===== src/rtl/psp_pkg.sv =====
package psp_pkg;

    typedef struct packed {
        logic ibf;
        logic obf;
        logic irq;
        logic ovf;
    } psp_flags_t;

    typedef struct packed {
        logic wr_end;
        logic rd_start;
        logic rd_end;
        logic rd_act;
    } psp_evt_t;

    // a bus cycle is live while select and its strobe are both low
    function automatic logic cycle_live(input logic cs_n, input logic strobe_n);
        return !cs_n && !strobe_n;
    endfunction

endpackage


===== src/rtl/psp_sync.sv =====
module psp_sync #(
    parameter int          W       = 1,
    parameter int          STAGES  = 2,
    parameter logic [W-1:0] RST_VAL = '0
) (
    input  logic         clk,
    input  logic         rst,
    input  logic [W-1:0] d,
    output logic [W-1:0] q
);
    logic [W-1:0] pipe [STAGES];

    always_ff @(posedge clk) begin
        if (rst) pipe[0] <= RST_VAL;
        else     pipe[0] <= d;
    end

    for (genvar s = 1; s < STAGES; s++) begin : g_stage
        always_ff @(posedge clk) begin
            if (rst) pipe[s] <= RST_VAL;
            else     pipe[s] <= pipe[s-1];
        end
    end

    assign q = pipe[STAGES-1];
endmodule


===== src/rtl/psp_cycle_det.sv =====
module psp_cycle_det
    import psp_pkg::*;
#(
    parameter int DW = 8
) (
    input  logic          clk,
    input  logic          rst,
    input  logic          mode_en,
    input  logic          cs_s,
    input  logic          rd_s,
    input  logic          wr_s,
    input  logic [DW-1:0] data_s,
    output psp_evt_t      evt,
    output logic [DW-1:0] wr_byte
);
    logic wr_live, rd_live;
    logic wr_act, rd_act;
    logic [DW-1:0] hold_q;

    assign wr_live = cycle_live(cs_s, wr_s);
    assign rd_live = cycle_live(cs_s, rd_s);

    always_ff @(posedge clk) begin
        if (rst || !mode_en) begin
            wr_act <= 1'b0;
            rd_act <= 1'b0;
        end else begin
            wr_act <= wr_live;
            rd_act <= rd_live;
        end
    end

    // keep the byte seen while the write is live; used at its end
    always_ff @(posedge clk) begin
        if (rst)                     hold_q <= '0;
        else if (wr_live && mode_en) hold_q <= data_s;
    end

    assign evt.wr_end   = wr_act && !wr_live;
    assign evt.rd_start = rd_live && !rd_act && mode_en;
    assign evt.rd_end   = rd_act && !rd_live;
    assign evt.rd_act   = rd_act;
    assign wr_byte      = hold_q;

    p_single_wr_end_r3: assert property (@(posedge clk) disable iff (rst)
        evt.wr_end |=> !evt.wr_end);
    p_single_rd_end_r3: assert property (@(posedge clk) disable iff (rst)
        evt.rd_end |=> !evt.rd_end);
endmodule


===== src/rtl/psp_flag_ctrl.sv =====
module psp_flag_ctrl
    import psp_pkg::*;
#(
    parameter int DW = 8
) (
    input  logic          clk,
    input  logic          rst,
    input  logic          mode_en,
    input  psp_evt_t      evt,
    input  logic [DW-1:0] wr_byte,
    input  logic          cpu_wr,
    input  logic [DW-1:0] cpu_wdata,
    input  logic          cpu_rd,
    input  logic          clr_flags,
    output psp_flags_t    flags,
    output logic [DW-1:0] latch_q
);
    always_ff @(posedge clk) begin
        if (rst || !mode_en) begin
            flags <= '0;
        end else begin
            if (evt.wr_end)  flags.ibf <= 1'b1;
            else if (cpu_rd) flags.ibf <= 1'b0;

            if (evt.wr_end && flags.ibf && !cpu_rd) flags.ovf <= 1'b1;
            else if (clr_flags)                    flags.ovf <= 1'b0;

            if (evt.wr_end || evt.rd_end) flags.irq <= 1'b1;
            else if (clr_flags)           flags.irq <= 1'b0;

            if (evt.rd_start)                flags.obf <= 1'b0;
            else if (cpu_wr && !evt.rd_act)  flags.obf <= 1'b1;
        end
    end

    always_ff @(posedge clk) begin
        if (rst)                         latch_q <= '0;
        else if (evt.wr_end && mode_en)  latch_q <= wr_byte;
        else if (cpu_wr)                 latch_q <= cpu_wdata;
    end

    p_wr_end_flags_r2: assert property (@(posedge clk) disable iff (rst)
        (evt.wr_end && mode_en) |=> (flags.ibf && flags.irq));
    p_rd_start_obf_r4: assert property (@(posedge clk) disable iff (rst)
        evt.rd_start |=> !flags.obf);
    p_rd_end_irq_r5: assert property (@(posedge clk) disable iff (rst)
        (evt.rd_end && mode_en) |=> flags.irq);
    p_wr_in_read_r7: assert property (@(posedge clk) disable iff (rst)
        (cpu_wr && evt.rd_act && !evt.wr_end) |=> (!flags.obf && latch_q == $past(cpu_wdata)));
    p_cpu_rd_r8: assert property (@(posedge clk) disable iff (rst)
        (cpu_rd && !evt.wr_end) |=> !flags.ibf);
    p_no_overflow_drop_r9: assert property (@(posedge clk) disable iff (rst)
        (flags.ovf && !clr_flags && mode_en) |=> flags.ovf);
    p_clear_r10: assert property (@(posedge clk) disable iff (rst)
        (clr_flags && !evt.wr_end && !evt.rd_end) |=> (!flags.irq && !flags.ovf));
endmodule


===== src/rtl/psp_port.sv =====
module psp_port
    import psp_pkg::*;
#(
    parameter int DW          = 8,
    parameter int SYNC_STAGES = 2
) (
    input  logic          clk,
    input  logic          rst,
    input  logic          mode_en,
    input  logic          bus_cs_n,
    input  logic          bus_rd_n,
    input  logic          bus_wr_n,
    input  logic [DW-1:0] bus_d_in,
    output logic [DW-1:0] bus_d_out,
    output logic          bus_d_oe,
    input  logic          cpu_wr,
    input  logic [DW-1:0] cpu_wdata,
    input  logic          cpu_rd,
    output logic [DW-1:0] cpu_rdata,
    input  logic          clr_flags,
    output logic          ibf,
    output logic          obf,
    output logic          irq,
    output logic          ovf
);
    localparam int NSTROBE = 3;

    logic [NSTROBE-1:0] strobe_s;
    logic [DW-1:0]      data_s;
    logic [DW-1:0]      wr_byte;
    logic [DW-1:0]      latch_q;
    psp_evt_t           evt;
    psp_flags_t         flags;

    psp_sync #(.W(NSTROBE), .STAGES(SYNC_STAGES), .RST_VAL({NSTROBE{1'b1}})) u_strobe_sync (
        .clk(clk), .rst(rst),
        .d({bus_cs_n, bus_rd_n, bus_wr_n}),
        .q(strobe_s)
    );

    psp_sync #(.W(DW), .STAGES(SYNC_STAGES), .RST_VAL('0)) u_data_sync (
        .clk(clk), .rst(rst), .d(bus_d_in), .q(data_s)
    );

    psp_cycle_det #(.DW(DW)) u_det (
        .clk(clk), .rst(rst), .mode_en(mode_en),
        .cs_s(strobe_s[2]), .rd_s(strobe_s[1]), .wr_s(strobe_s[0]),
        .data_s(data_s), .evt(evt), .wr_byte(wr_byte)
    );

    psp_flag_ctrl #(.DW(DW)) u_flags (
        .clk(clk), .rst(rst), .mode_en(mode_en), .evt(evt), .wr_byte(wr_byte),
        .cpu_wr(cpu_wr), .cpu_wdata(cpu_wdata), .cpu_rd(cpu_rd),
        .clr_flags(clr_flags), .flags(flags), .latch_q(latch_q)
    );

    assign bus_d_out = latch_q;
    assign bus_d_oe  = evt.rd_act && mode_en;
    assign cpu_rdata = latch_q;
    assign ibf       = flags.ibf;
    assign obf       = flags.obf;
    assign irq       = flags.irq;
    assign ovf       = flags.ovf;

    p_mode_off_r1: assert property (@(posedge clk) disable iff (rst)
        !mode_en |=> (!ibf && !obf && !irq && !ovf && !bus_d_oe));
    p_oe_needs_sel_r12: assert property (@(posedge clk) disable iff (rst)
        $rose(bus_d_oe) |-> !strobe_s[2]);
endmodule


===== config.mk =====
export PLATFORM = sky130hd
export DESIGN_NAME = psp_port
export DESIGN_NICKNAME = d
export VERILOG_FILES = /design/src/rtl/psp_pkg.sv /design/src/rtl/psp_sync.sv /design/src/rtl/psp_cycle_det.sv /design/src/rtl/psp_flag_ctrl.sv /design/src/rtl/psp_port.sv
export SDC_FILE = /design/constraint.sdc
export NUM_CORES = 1
export LEC_CHECK = 0
export BUFFER_PORTS_ARGS = -buffer_cell sky130_fd_sc_hd__buf_4
export CAP_MARGIN = 25
export CORE_ASPECT_RATIO = 0.75
export CORE_UTILIZATION = 50
export CTS_BUF_LIST = sky130_fd_sc_hd__clkbuf_4 sky130_fd_sc_hd__clkbuf_8 sky130_fd_sc_hd__clkbuf_16
export CTS_CLUSTER_DIAMETER = 40
export DETAILED_ROUTE_END_ITERATION = 7
export PLACE_DENSITY = 0.89
export SLEW_MARGIN = 0
export SYNTH_ARGS = -nofsm -noshare
export SYNTH_HDL_FRONTEND = slang
export SYNTH_SLANG_ARGS = --single-unit

===== constraint.sdc =====
create_clock -name clk -period 2.4 [get_ports clk]
set_clock_uncertainty 0.05 [all_clocks]
set_input_delay 0.12 -clock clk [delete_from_list [all_inputs] [get_ports clk]]
set_output_delay 0.12 -clock clk [all_outputs]
set_load 0.05 [all_outputs]

==> reports/results.md <==
| Quantity | Value | Unit |
|---|---|---|
| Area after detailed placement | 0.001829 | mm² |
| Setup crit start | u_strobe_sync.pipe[1][2] | - |
| Data required time of the critical path | 2.52 | ns |
| Delay-heaviest family, CP | flip-flops | - |
| IO buf count | 45 | - |
| Signal arrival time at the worst endpoint | 1.41 | ns |
| Count of instances resized after the clock tree is built | 0 | - |
| Number of clock buffers inserted by TritonCTS | 5 | - |
| Die extent in x | 66.01 | µm |
| First-pass GRT wire length | 4312 | µm |
| Proportion of power drawn by flip-flops and latches | 0.515 | - |
| Deepest level of the CTS H-tree | 2 | - |
| Min cycle time layout | 1.291 | ns |
| Power Internal | 1.155 | mW |
| Number of global-route vias before repair | 981 | - |
| Part of the cycle the worst path needs | 0.5378 | - |
| End point of the most critical hold path | u_data_sync.pipe[0][1] | - |
| RSZ-0062 raised after global routing | false | - |
| Layout area overhead | 32.82 | % |
| Fraction of the yosys area taken by sequential cells | 0.5733 | - |
| Cell area after layout | 0.002041 | mm² |
| Ordered list of cells on the worst path | nor3b_1, buf_4, mux2i_1, nor2_1 | - |
| Switching pwr | 337.7 | µW |
| Largest area contributor in the synthesized netlist | sky130_fd_sc_hd__dfxtp_1 | - |
| Initial core utilization | 0.5234 | - |
| Clock tree from TritonCTS | built | - |
| Power density of the placed cells | 731.3 | mW/mm² |
| Hold Path Cell Cnt | 2 | - |
| Net count after synthesis | 165 | - |
| Number of cell rows | 17 | - |
| Number of slew-limit violations in the final report | 0 | - |
| Fraction of post-synthesis cell area in the top cell type by area | 0.5733 | - |
| Syn Area/Cell | 10.97 | µm² |
| Root buffer selected by CTS | sky130_fd_sc_hd__clkbuf_8 | - |
| Switching share of power | 0.2263 | - |
| Critical path buffer and inverter count | 1 | - |
| F_max | 0.7748 | GHz |
| Clock latency at the later pin of the worst-skew pair | 0.29 | ns |
| Largest net degree at the start of global routing | 41 | - |
| Top-Level Pins | 46 | - |
| Detailed-router iteration count before antenna repair | 4 | - |
| Worst max-slew margin expressed relative to the limit | 0.6890 | - |
| Number of violations of the max-capacitance limit | 0 | - |
| Hold_sp | bus_d_in[1] | - |
| Worst supply voltage drop on vdd | 0.4645 | mV |
| Worst R2R Start | u_strobe_sync.pipe[1][2] | - |
| Average detailed-routed wire length per instance | 11.59 | µm |
| Clock Pin Slew Worst Setup and Hold Paths | 0.08 | ns |
| Path type of the worst min-delay path | input pin to register | - |
| Worst setup SP type | register | - |
| Total of endpoints with negative setup slack in the final report | 0 | - |
| Global-route total usage across every layer | 0.1790 | - |
| Floorplan die area | 0.003301 | mm² |
| Part of the power in combinational logic | 0.118 | - |
| Logic depth of the worst register-to-register path | 4 | - |
| Total wire length after detailed routing | 2630 | µm |
| Initial detailed-routing violation count | 27 | - |
| Vert. Die Dim | 50.01 | µm |
| Synthesized flop and latch total | 44 | - |
| Post-route DRC violation count | 0 | - |
| Buffers from clock root to sink, at most | 2 | - |
| Number of antenna violations at the first check in global routing | 0 | - |
| Share of post-route cells with drive strength above 1 | 0.3439 | - |
| Slowest cell on crit path | sky130_fd_sc_hd__dfxtp_1 | - |
| Mapped Cells | 140 | - |
| Count of distinct cell types in the synthesized netlist | 23 | - |
| Final hold violation count | 0 | - |
| Synth top area cells | sky130_fd_sc_hd__dfxtp_1 (57%), sky130_fd_sc_hd__mux2i_1 (10%), sky130_fd_sc_hd__nor2b_1 (7.3%) | - |
| Post-route setup TNS | 0 | ns |
| Average via count per standard cell | 4.709 | - |
| Total power after layout | 1.492 | mW |
| HPWL after detailed placement | 1837 | µm |
| Static Leak | 0.8769 | nW |
| Count of clock tree sinks | 44 | - |
| Std-Cell Core Area | 0.002935 | mm² |
| Syn. warnings | 0 | - |
| Antenna cell count | 0 | - |
| Slew at the pin closest to its max-slew limit | 0.4643 | ns |
| CP Capture Type | register | - |
| Synth Cell Area | 0.001536 | mm² |
| Destination of the worst register-to-register timing path | u_det.wr_byte[6] | - |
| Nets | 213 | - |
| Clock power frac | 0.367 | - |
| Routed vias | 1069 | - |
| Largest fanout on the critical path | 9 | - |
| Total overflow reported by the global router | 0 | - |
| Highest cell delay on the worst timing path | 0.38 | ns |
| Outcome | finished, final reports clean | - |
| Count of filler cells inserted in the layout | 209 | - |
| Register-to-register setup slack | 1.11 | ns |
| Placer congestion estimate | 0.7588 | - |
| Remaining antenna violation count | 0 | - |
| Critical setup path kind | register to register | - |
| Final core area utilization | 0.6952 | - |
-- cell usage in the layout (no fill, tap or decap), drive strengths merged --
cell	n
dlygate4sd3	10
a21oi	2
or2b	1
nor2b	18
or2	6
o211ai	1
nand2b	2
o22ai	1
dfxtp	44
and2	1
inv	2
nor3	3
nor3b	1
clkbuf	6
mux2i	16
bufinv	1
clkinv	1
o21ai	2
a211oi	8
a31oi	1
buf	46
nor2	16
-- power groups by stage --
stage	registers, mW	logic (mW)	clock network (mW)
finish	0.769	0.176	0.547
global route	0.772	0.187	0.593
CTS	0.769	0.177	0.558
detailed placement	0.786	0.164	0
global placement	0.784	0.161	0
floorplan	0.815	0.0825	0
-- Yosys cell counts --
master	count
sky130_fd_sc_hd__a211oi_1	6
sky130_fd_sc_hd__a211oi_2	2
sky130_fd_sc_hd__a21oi_1	2
sky130_fd_sc_hd__a31oi_1	1
sky130_fd_sc_hd__and2_1	1
sky130_fd_sc_hd__buf_2	2
sky130_fd_sc_hd__buf_4	9
sky130_fd_sc_hd__buf_6	1
sky130_fd_sc_hd__clkbuf_1	3
sky130_fd_sc_hd__dfxtp_1	44
sky130_fd_sc_hd__inv_1	2
sky130_fd_sc_hd__mux2i_1	16
sky130_fd_sc_hd__nand2b_1	2
sky130_fd_sc_hd__nor2_1	14
sky130_fd_sc_hd__nor2_2	2
sky130_fd_sc_hd__nor2b_1	18
sky130_fd_sc_hd__nor3_1	3
sky130_fd_sc_hd__nor3b_1	1
sky130_fd_sc_hd__o211ai_4	1
sky130_fd_sc_hd__o21ai_0	2
sky130_fd_sc_hd__o22ai_1	1
sky130_fd_sc_hd__or2_2	6
sky130_fd_sc_hd__or2b_1	1
-- kinds of logic (layout without fill, tap and decap cells) --
logic type      count (synthesis)  in the layout  share of synthesized area
compound gates                 15             15                    0.08062
buf+inv                        17             66                    0.07003
flops                          44             44                     0.5733
mux                            16             16                     0.1042
simple gates                   48             48                     0.1718
-- worst register-to-register path: cells and delay by family, from the launching register on --
kind	cells	cell delay (ns)
DFF	1	0.38
and+or+nand+nor	2	0.29
buffers and inverters	1	0.23
muxes	1	0.22
-- final cells by class --
cell class              instances  area, µm²  share of cell area
clock inverters                 2      35.03             0.01717
well taps                      38      47.55             0.02330
multi-input cells              79      548.0              0.2685
clock buffers                   6      76.32             0.03740
inverters                       2      7.507            0.003679
repair buffers                 56      445.4              0.2183
flip-flops and latches         44      880.8              0.4316
-- state kept, by name, indices dropped and copies added (netlist names) --
register / count
u_flags.latch_q: 8
u_det.wr_byte: 8
u_data_sync.pipe: 16
u_strobe_sync.pipe: 6
u_det.rd_act: 1
u_det.wr_act: 1
u_flags.flags: 4
-- routing by layer --
layer  routed length [µm]  GRT usage
met2                 1242     0.2857
met1                 1120     0.2052
met5                    0          0
met4                   68    0.07801
met3                  199    0.08102
-- what timing repair did --
item,4_1_cts,5_1_grt
hold endpoints to repair,10,0
hold buffers,10,0
setup buffers,0,0
-- per-stage QoR --
stage	cells	hold WS [ns]	setup slack, ns
floorplan	140	0.1738	1.267
global placement	209	0.2553	1.202
detailed placement	209	0.2597	1.107
CTS	227	0.01420	1.087
global route	227	0.008263	1.021
finish	227	0.01458	1.109
-- how the worst max path moves through the flow --
stage | endpoint | slack [ns] | cells after the start
floorplan | u_det.wr_byte[0] | 1.27 | 4
global placement | u_flags.latch_q[3] | 1.20 | 3
detailed placement | u_det.wr_byte[4] | 1.11 | 4
CTS | u_det.wr_byte[4] | 1.09 | 4
global route | u_flags.latch_q[2] | 1.02 | 3
finish | u_det.wr_byte[6] | 1.11 | 4
Note: power is estimated with default switching activity, not from simulation.
